===== src/rtl/prbs_pkg.sv =====
package prbs_pkg;

    localparam int unsigned WORD_W  = 16;
    localparam int unsigned HIST_W  = 31;
    localparam int unsigned NUM_PAT = 5;
    localparam int unsigned TAP_A   = 5;
    localparam int unsigned TAP_B   = 11;
    localparam int unsigned PSEL_W  = 3;

    typedef enum logic [1:0] {
        DENS_HALF    = 2'd0,
        DENS_QUARTER = 2'd1,
        DENS_EIGHTH  = 2'd2,
        DENS_SPARE   = 2'd3
    } dens_e;

    typedef logic [WORD_W-1:0] word_t;
    typedef logic [HIST_W-1:0] hist_t;

    typedef struct packed {
        word_t raw;
        word_t shaped;
    } word_pair_t;

    function automatic int unsigned pat_degree(input int unsigned idx);
        case (idx)
            0:       return 7;
            1:       return 10;
            2:       return 15;
            3:       return 23;
            default: return 31;
        endcase
    endfunction

    function automatic int unsigned pat_tap(input int unsigned idx);
        case (idx)
            0:       return 6;
            1:       return 7;
            2:       return 14;
            3:       return 18;
            default: return 28;
        endcase
    endfunction

    function automatic logic [PSEL_W-1:0] clamp_sel(input logic [PSEL_W-1:0] sel);
        if (sel >= PSEL_W'(NUM_PAT))
            return PSEL_W'(NUM_PAT - 1);
        return sel;
    endfunction

endpackage


===== src/rtl/prbs_step_unit.sv =====
module prbs_step_unit
    import prbs_pkg::*;
#(
    parameter int unsigned DEG = 7,
    parameter int unsigned TAP = 6
) (
    input  hist_t hist_in,
    output hist_t hist_out
);
    localparam int unsigned EXT_W = WORD_W + HIST_W;

    // Sixteen recurrence steps unrolled: ext[j] is the bit that is
    // (WORD_W-1-j) positions after the first new bit of this word.
    always_comb begin
        logic [EXT_W-1:0] ext;
        ext = {hist_in, {WORD_W{1'b0}}};
        for (int j = WORD_W - 1; j >= 0; j--) begin
            ext[j] = ext[j + DEG] ^ ext[j + TAP];
        end
        hist_out = ext[HIST_W-1:0];
    end

    initial begin
        assert (DEG > TAP && DEG <= HIST_W && TAP > 0)
            else $error("prbs_step_unit: bad polynomial parameters");
    end

endmodule


===== src/rtl/prbs_density_shaper.sv =====
module prbs_density_shaper
    import prbs_pkg::*;
#(
    parameter int unsigned TAP_1 = TAP_A,
    parameter int unsigned TAP_2 = TAP_B
) (
    input  logic [WORD_W+TAP_2-1:0] seq_in,
    input  dens_e                   dens,
    output word_pair_t              pair
);
    word_t one_tap;
    word_t two_tap;

    generate
        for (genvar j = 0; j < WORD_W; j++) begin : g_bit
            assign one_tap[j] = seq_in[j] & seq_in[j + TAP_1];
            assign two_tap[j] = seq_in[j] & seq_in[j + TAP_1] & seq_in[j + TAP_2];
        end
    endgenerate

    always_comb begin
        pair.raw = seq_in[WORD_W-1:0];
        unique case (dens)
            DENS_QUARTER: pair.shaped = one_tap;
            DENS_EIGHTH:  pair.shaped = two_tap;
            default:      pair.shaped = seq_in[WORD_W-1:0];
        endcase
    end

    initial begin
        assert (TAP_1 < TAP_2 && WORD_W + TAP_2 <= HIST_W)
            else $error("prbs_density_shaper: taps exceed history");
    end

endmodule


===== src/rtl/prbs_par_gen.sv =====
module prbs_par_gen
    import prbs_pkg::*;
(
    input  logic              clk,
    input  logic              rst,
    input  logic              en,
    input  logic [PSEL_W-1:0] pat_sel,
    input  logic [1:0]        dens_sel,
    output logic [WORD_W-1:0] data_out
);
    localparam int unsigned SHAPE_W = WORD_W + TAP_B;

    hist_t             hist_q;
    logic [PSEL_W-1:0] sel_q;
    hist_t             nxt_hist [NUM_PAT];
    hist_t             nxt_sel;
    logic [PSEL_W-1:0] sel_idx;
    logic              reseed;
    word_pair_t        pair;

    generate
        for (genvar p = 0; p < NUM_PAT; p++) begin : g_pat
            localparam int unsigned P_DEG = pat_degree(p);
            localparam int unsigned P_TAP = pat_tap(p);
            prbs_step_unit #(
                .DEG (P_DEG),
                .TAP (P_TAP)
            ) step_i (
                .hist_in  (hist_q),
                .hist_out (nxt_hist[p])
            );
        end
    endgenerate

    assign sel_idx = clamp_sel(pat_sel);
    assign nxt_sel = nxt_hist[sel_idx];
    assign reseed  = (pat_sel != sel_q);

    prbs_density_shaper #(
        .TAP_1 (TAP_A),
        .TAP_2 (TAP_B)
    ) shaper_i (
        .seq_in (nxt_sel[SHAPE_W-1:0]),
        .dens   (dens_e'(dens_sel)),
        .pair   (pair)
    );

    always_ff @(posedge clk) begin
        if (rst) begin
            hist_q   <= '1;
            data_out <= '0;
            sel_q    <= pat_sel;
        end else begin
            sel_q <= pat_sel;
            if (reseed) begin
                hist_q <= '1;
            end else if (en) begin
                hist_q   <= nxt_sel;
                data_out <= pair.shaped;
            end
        end
    end


    reseed_chk: assert property (@(posedge clk) disable iff (rst)
        reseed |=> (hist_q == '1) && $stable(data_out));


    hold_chk: assert property (@(posedge clk) disable iff (rst)
        (!en && !reseed) |=> $stable(data_out) && $stable(hist_q));


    no_lockup_chk: assert property (@(posedge clk) disable iff (rst)
        hist_q != '0);


    quarter_subset_chk: assert property (@(posedge clk) disable iff (rst)
        (en && !reseed && dens_sel == 2'd1) |=>
            ((data_out & ~$past(nxt_sel[WORD_W-1:0])) == '0));


    eighth_subset_chk: assert property (@(posedge clk) disable iff (rst)
        (en && !reseed && dens_sel == 2'd2) |=>
            ((data_out & ~$past(pair.raw) & ~$past(data_out)) == '0 ||
             (data_out & ~$past(nxt_sel[WORD_W-1:0])) == '0));

endmodule


===== config.mk =====
export PLATFORM = sky130hd
export DESIGN_NAME = prbs_par_gen
export DESIGN_NICKNAME = d
export VERILOG_FILES = /design/src/rtl/prbs_pkg.sv /design/src/rtl/prbs_step_unit.sv /design/src/rtl/prbs_density_shaper.sv /design/src/rtl/prbs_par_gen.sv
export SDC_FILE = /design/constraint.sdc
export NUM_CORES = 1
export LEC_CHECK = 0
export BUFFER_PORTS_ARGS = -buffer_cell sky130_fd_sc_hd__buf_2
export CORE_MARGIN = 5
export CORE_UTILIZATION = 43
export CTS_CLUSTER_SIZE = 10
export DETAILED_ROUTE_END_ITERATION = 6
export PLACE_DENSITY_LB_ADDON = 0.2
export SLEW_MARGIN = 20
export SYNTH_ARGS = -nofsm -noshare
export SYNTH_HDL_FRONTEND = slang
export SYNTH_HIERARCHICAL = 1
export SYNTH_SLANG_ARGS = --single-unit

===== constraint.sdc =====
create_clock -name clk -period 2.65 [get_ports clk]
set_input_delay 0.265 -clock clk [delete_from_list [all_inputs] [get_ports clk]]
set_output_delay 0.265 -clock clk [all_outputs]
set_load 0.05 [all_outputs]

* Word-level counts from Yosys, hierarchy flattened *
Cells that the tools add are included.

word-level totals
  flip-flop bits (word level) = 50
  latch bits = 0
  memory bits (writable) = 0
  memory bits (read-only) = 0
  input port bits = 8
  word-level logic and storage cells = 125
  memories kept = 0

operators by class
  add/subtract/negate cells = 0
  $mul = 0
  div/mod/pow operators = 0
  magnitude comparators = 2
  equality and inequality tests = 3
  shift-type cells = 0
  muxes and demuxes = 7
  bitwise logic cells = 108
  reductions and logical operators = 2

operator list
  kind                                                 count
  binary-select mux 31 bit (select 3 bit)              1
  bitwise XOR 1 bit                                    74
  two-way mux 31 bit                                   2
  AND 1 bit                                            32
  case mux 16 bit (2 select lines)                     1
  two-way mux 3 bit                                    2
  >= comparator 4 bit, second input constant           1
  NOT 3 -> 4 bit                                       1
  >= comparator 3 bit, second input constant           1
  != test 3 bit                                        1
  equality test 2 x 1 -> 1 bit, second input constant  1
  equality test 2 bit, second input constant           1
  AND reduction 2 bit                                  1
  OR reduction 2 bit                                   1
  two-way mux 1 bit                                    1
  NOT 1 bit                                            1

* Longest topological paths before layout *
  word-level depth = 10
  mapped depth = 11

* Hierarchy *
The synthesis kept the hierarchy.

modules (own cells, without submodules)
  module                                 times used  cells each  area each (um^2)  seq. area each (um^2)
  prbs_par_gen                           1           437         3475.8            1001.0
  prbs_step_unit at g_pat[3].step_i ...  2           31          252.7             0.0
  prbs_density_shaper                    1           73          467.9             0.0
  prbs_step_unit at g_pat[1].step_i      1           34          352.8             0.0
  prbs_step_unit at g_pat[0].step_i      1           34          291.5             0.0
  prbs_step_unit at g_pat[2].step_i      1           31          267.8             0.0

* Least setup slack after synthesis *
No wires, ideal clock.

  path type = reg2reg
  start point = reg hist_q[5]
  end point = reg data_out[2]
  arrival = 2.233 ns
  data required time = 2.526 ns
  slack = 0.293 ns
  stages on the path, launching flop included = 9
  path buffers = 0
  clock period less this slack = 2.357 ns
  cells stage by stage = dfxtp_1 xor3_1 mux2_2 o21ai_0 nand2_1 o21ai_0 a21oi_4 mux2i_1 nor2_1

RTL lines
  what                    RTL line            source
  from (decl)             prbs_par_gen.sv:13  hist_t hist_q;
  from (signal assigned)  prbs_par_gen.sv:58  hist_q <= nxt_sel;
  to (signal assigned)    prbs_par_gen.sv:59  data_out <= pair.shaped;
  to (decl)               prbs_par_gen.sv:9   output logic [WORD_W-1:0] data_out

==> qor.csv <==
stage,metric,value,unit
outcome,status,finished clean,
critical_path,critical_path_class,reg -> reg,
floorplan,num_rows,40,
critical_path,arrival,2410,ps
power_and_ir_drop,cellPowerDensity,396,nW/µm²
timing,skew,5.72,ps
run,maxCapViolations,0,
critical_path,crit_path_end_kind,flop,
min_path,min_path_type,in -> reg,
critical_path,crit_path_start,hist_q[3]$_SDFFE_PP1P_,
critical_path,crit_end,data_out[4]$_SDFFE_PP0P_,
final_layout,multi_input_area,3410,µm²
timing,fin_tns_setup,0,ps
final_layout,seq_area,1000,µm²
final_layout,area_delta_synth_final,-1.43,%
timing,maxSlewViolCount,0,
timing,hold_viol,0,
timing,fin_crit,2220,ps
critical_path,required,2830,ps
floorplan,die_w,120,µm
clock_network,htree_levels,2,
clock_network,root_buffer,clkbuf_16,
clock_network,hold_buffers,0,
placed_design,place_congestion,0.857,
timing,rsz0062_at_grt,false,
grt,grt_start_max_net_pins,65,
clock_network,tritoncts,done,
clock_network,clkLatencyLatePin,300,ps
critical_path,slowest_stage,dfxtp_1,
timing,setup_violations,0,
critical_path,rr_startpoint,hist_q[3]$_SDFFE_PP1P_,
route,ant_nets,0,
route,vias_per_cell,5.71,
final_layout,antenna_cells,0,
critical_path,path_buf_inv,1,
final_layout,final_nets,601,
floorplan,core,12000,µm²
final_layout,mostFrequentLayoutCells,"91 x nand2_1, 70 x xor2_1, 58 x mux2_2, 54 x o21ai_0, 50 x dfxtp_1",
critical_path,reg2reg_to,data_out[4]$_SDFFE_PP0P_,
grt,grt_pass1_wl,22700,µm
floorplan,die_h,120,µm
final_layout,layout-drive-gt1-share,23.0,%
min_path,min_from,pat_sel[1],
timing,max_slew.worst_pin.slew,603,ps
timing,fmax,449,MHz
route,routed_wl,14300,µm
timing,relSlewSlack,59.8,%
timing,setup_ws,425,ps
clock_network,cts-resized-gates,0,
route,drc,0,
clock_network,clock-sinks,50,
power_and_ir_drop,max-vdd-ir-drop,0.218,mV
grt,antenna_found_initial,0,
clock_network,cts_buffer_depth,2,
yosys,syn-num-nets,665,
final_layout,fillCellCount,1219,
route,routed-via-count,4221,
final_layout,final_common_cell,nand2_1,
critical_path,cp_cell_sequence,"buf_4, xor2_1, mux2_2, o21ai_0, nand2_1, o21ai_1, a21oi_2, mux2i_1, nor2_1",
route,first_pass_iters,4,
critical_path,startpoint_type,flop,
power_and_ir_drop,p_leak,2.09,nW
yosys,synthCells,655,
critical_path,critical_path.top_delay_family,flip-flops,
critical_path,crit_path_max_fanout,11,
grt,grt_overflow,0,
grt,track_usage,19.6,%
critical_path,max_stage_delay,610,ps
clock_network,cts.clk_slew.worst_paths,70,ps
critical_path,r2r.worst_path.cells,9,
route,routedWlPerCell,19.3,µm
yosys,syn_area_per_cell,8.00,µm²
grt,first_global_vias,4039,
placed_design,port_buffers,23,
critical_path,rrSetupSlack,430,ps
critical_path,path_depth,9,
placed_design,hpwlAfterDp,9910,µm
yosys,synth_warnings,6,
floorplan,start_util,43.8,%
yosys,synth_area,5240,µm²
clock_network,numCtsBuffers,5,
floorplan,pin_count,24,
clock_network,cts_setup_buffers,0,
route,drt_iter0_drc,278,
floorplan,die_area,14500,µm²
timing,period_share,84.0,%
placed_design,pre_cts_slack,431,ps
-- metrics by stage --
| step | hold WS (ps) | util (%) | cells | cell area [µm²] | total power, W |
|---|---|---|---|---|---|
| 2_1_floorplan | 293 | - | 655 | 5240 | 0.00121 |
| 3_3_place_gp | 473 | 41.7 | 731 | 4990 | 0.00129 |
| 3_5_place_dp | 484 | 41.7 | 731 | 4990 | 0.00129 |
| 4_1_cts | 314 | 43.2 | 739 | 5170 | 0.00206 |
| 5_1_grt | 338 | 43.2 | 739 | 5170 | 0.00214 |
| 6_report | 323 | 43.2 | 739 | 5170 | 0.00205 |
-- final cells by class --
class / count / share of cell area [%]
sequential: 50 / 19.4
multi-input combinational: 474 / 66.0
inverter: 9 / 0.654
tap: 147 / 3.56
clock inverter: 3 / 0.920
timing repair buffer: 51 / 7.02
clock buffer: 5 / 2.42
-- per-layer routing --
layer / global-route usage, % / vias to the layer above / part of all wire [%]
li1: - / 2046 / -
met1: 26.8 / 2033 / 46
met2: 32.0 / 120 / 47
met3: 2.71 / 22 / 4.4
met4: 6.44 / 0 / 2.7
met5: 0 / - / 0
-- power breakdown --
part / internal (W) / switching (W)
registers: 0.000765 / 0.0000230
clock network: 0.000451 / 0.000314
logic: 0.000196 / 0.000297
total: 0.00141 / 0.000635
-- registers in the layout (all words and copies together), names as in the netlist --
signal,count
hist_q,31
data_out,16
sel_q,3
-- worst reg2reg max path: cells and delay by family (launching register included) --
| family | cells | cell delay [ps] |
|---|---|---|
| flops | 1 | 610 |
| mux | 2 | 420 |
| compound gates | 3 | 480 |
| buf+inv | 1 | 290 |
| xor+xnor | 1 | 100 |
| simple gates | 2 | 220 |
-- how the worst min path moves through the flow --
stage                                    end  slack [ps]  cells past startpoint
floorplan                   sel_q[0]$_DFF_P_         290                      0
global placement    data_out[8]$_SDFFE_PP0P_         470                      2
detailed placement  data_out[7]$_SDFFE_PP0P_         480                      2
CTS                         sel_q[1]$_DFF_P_         310                      1
global route                sel_q[1]$_DFF_P_         340                      1
finish                      sel_q[1]$_DFF_P_         320                      1
Note: power is estimated with default switching activity, not from simulation.
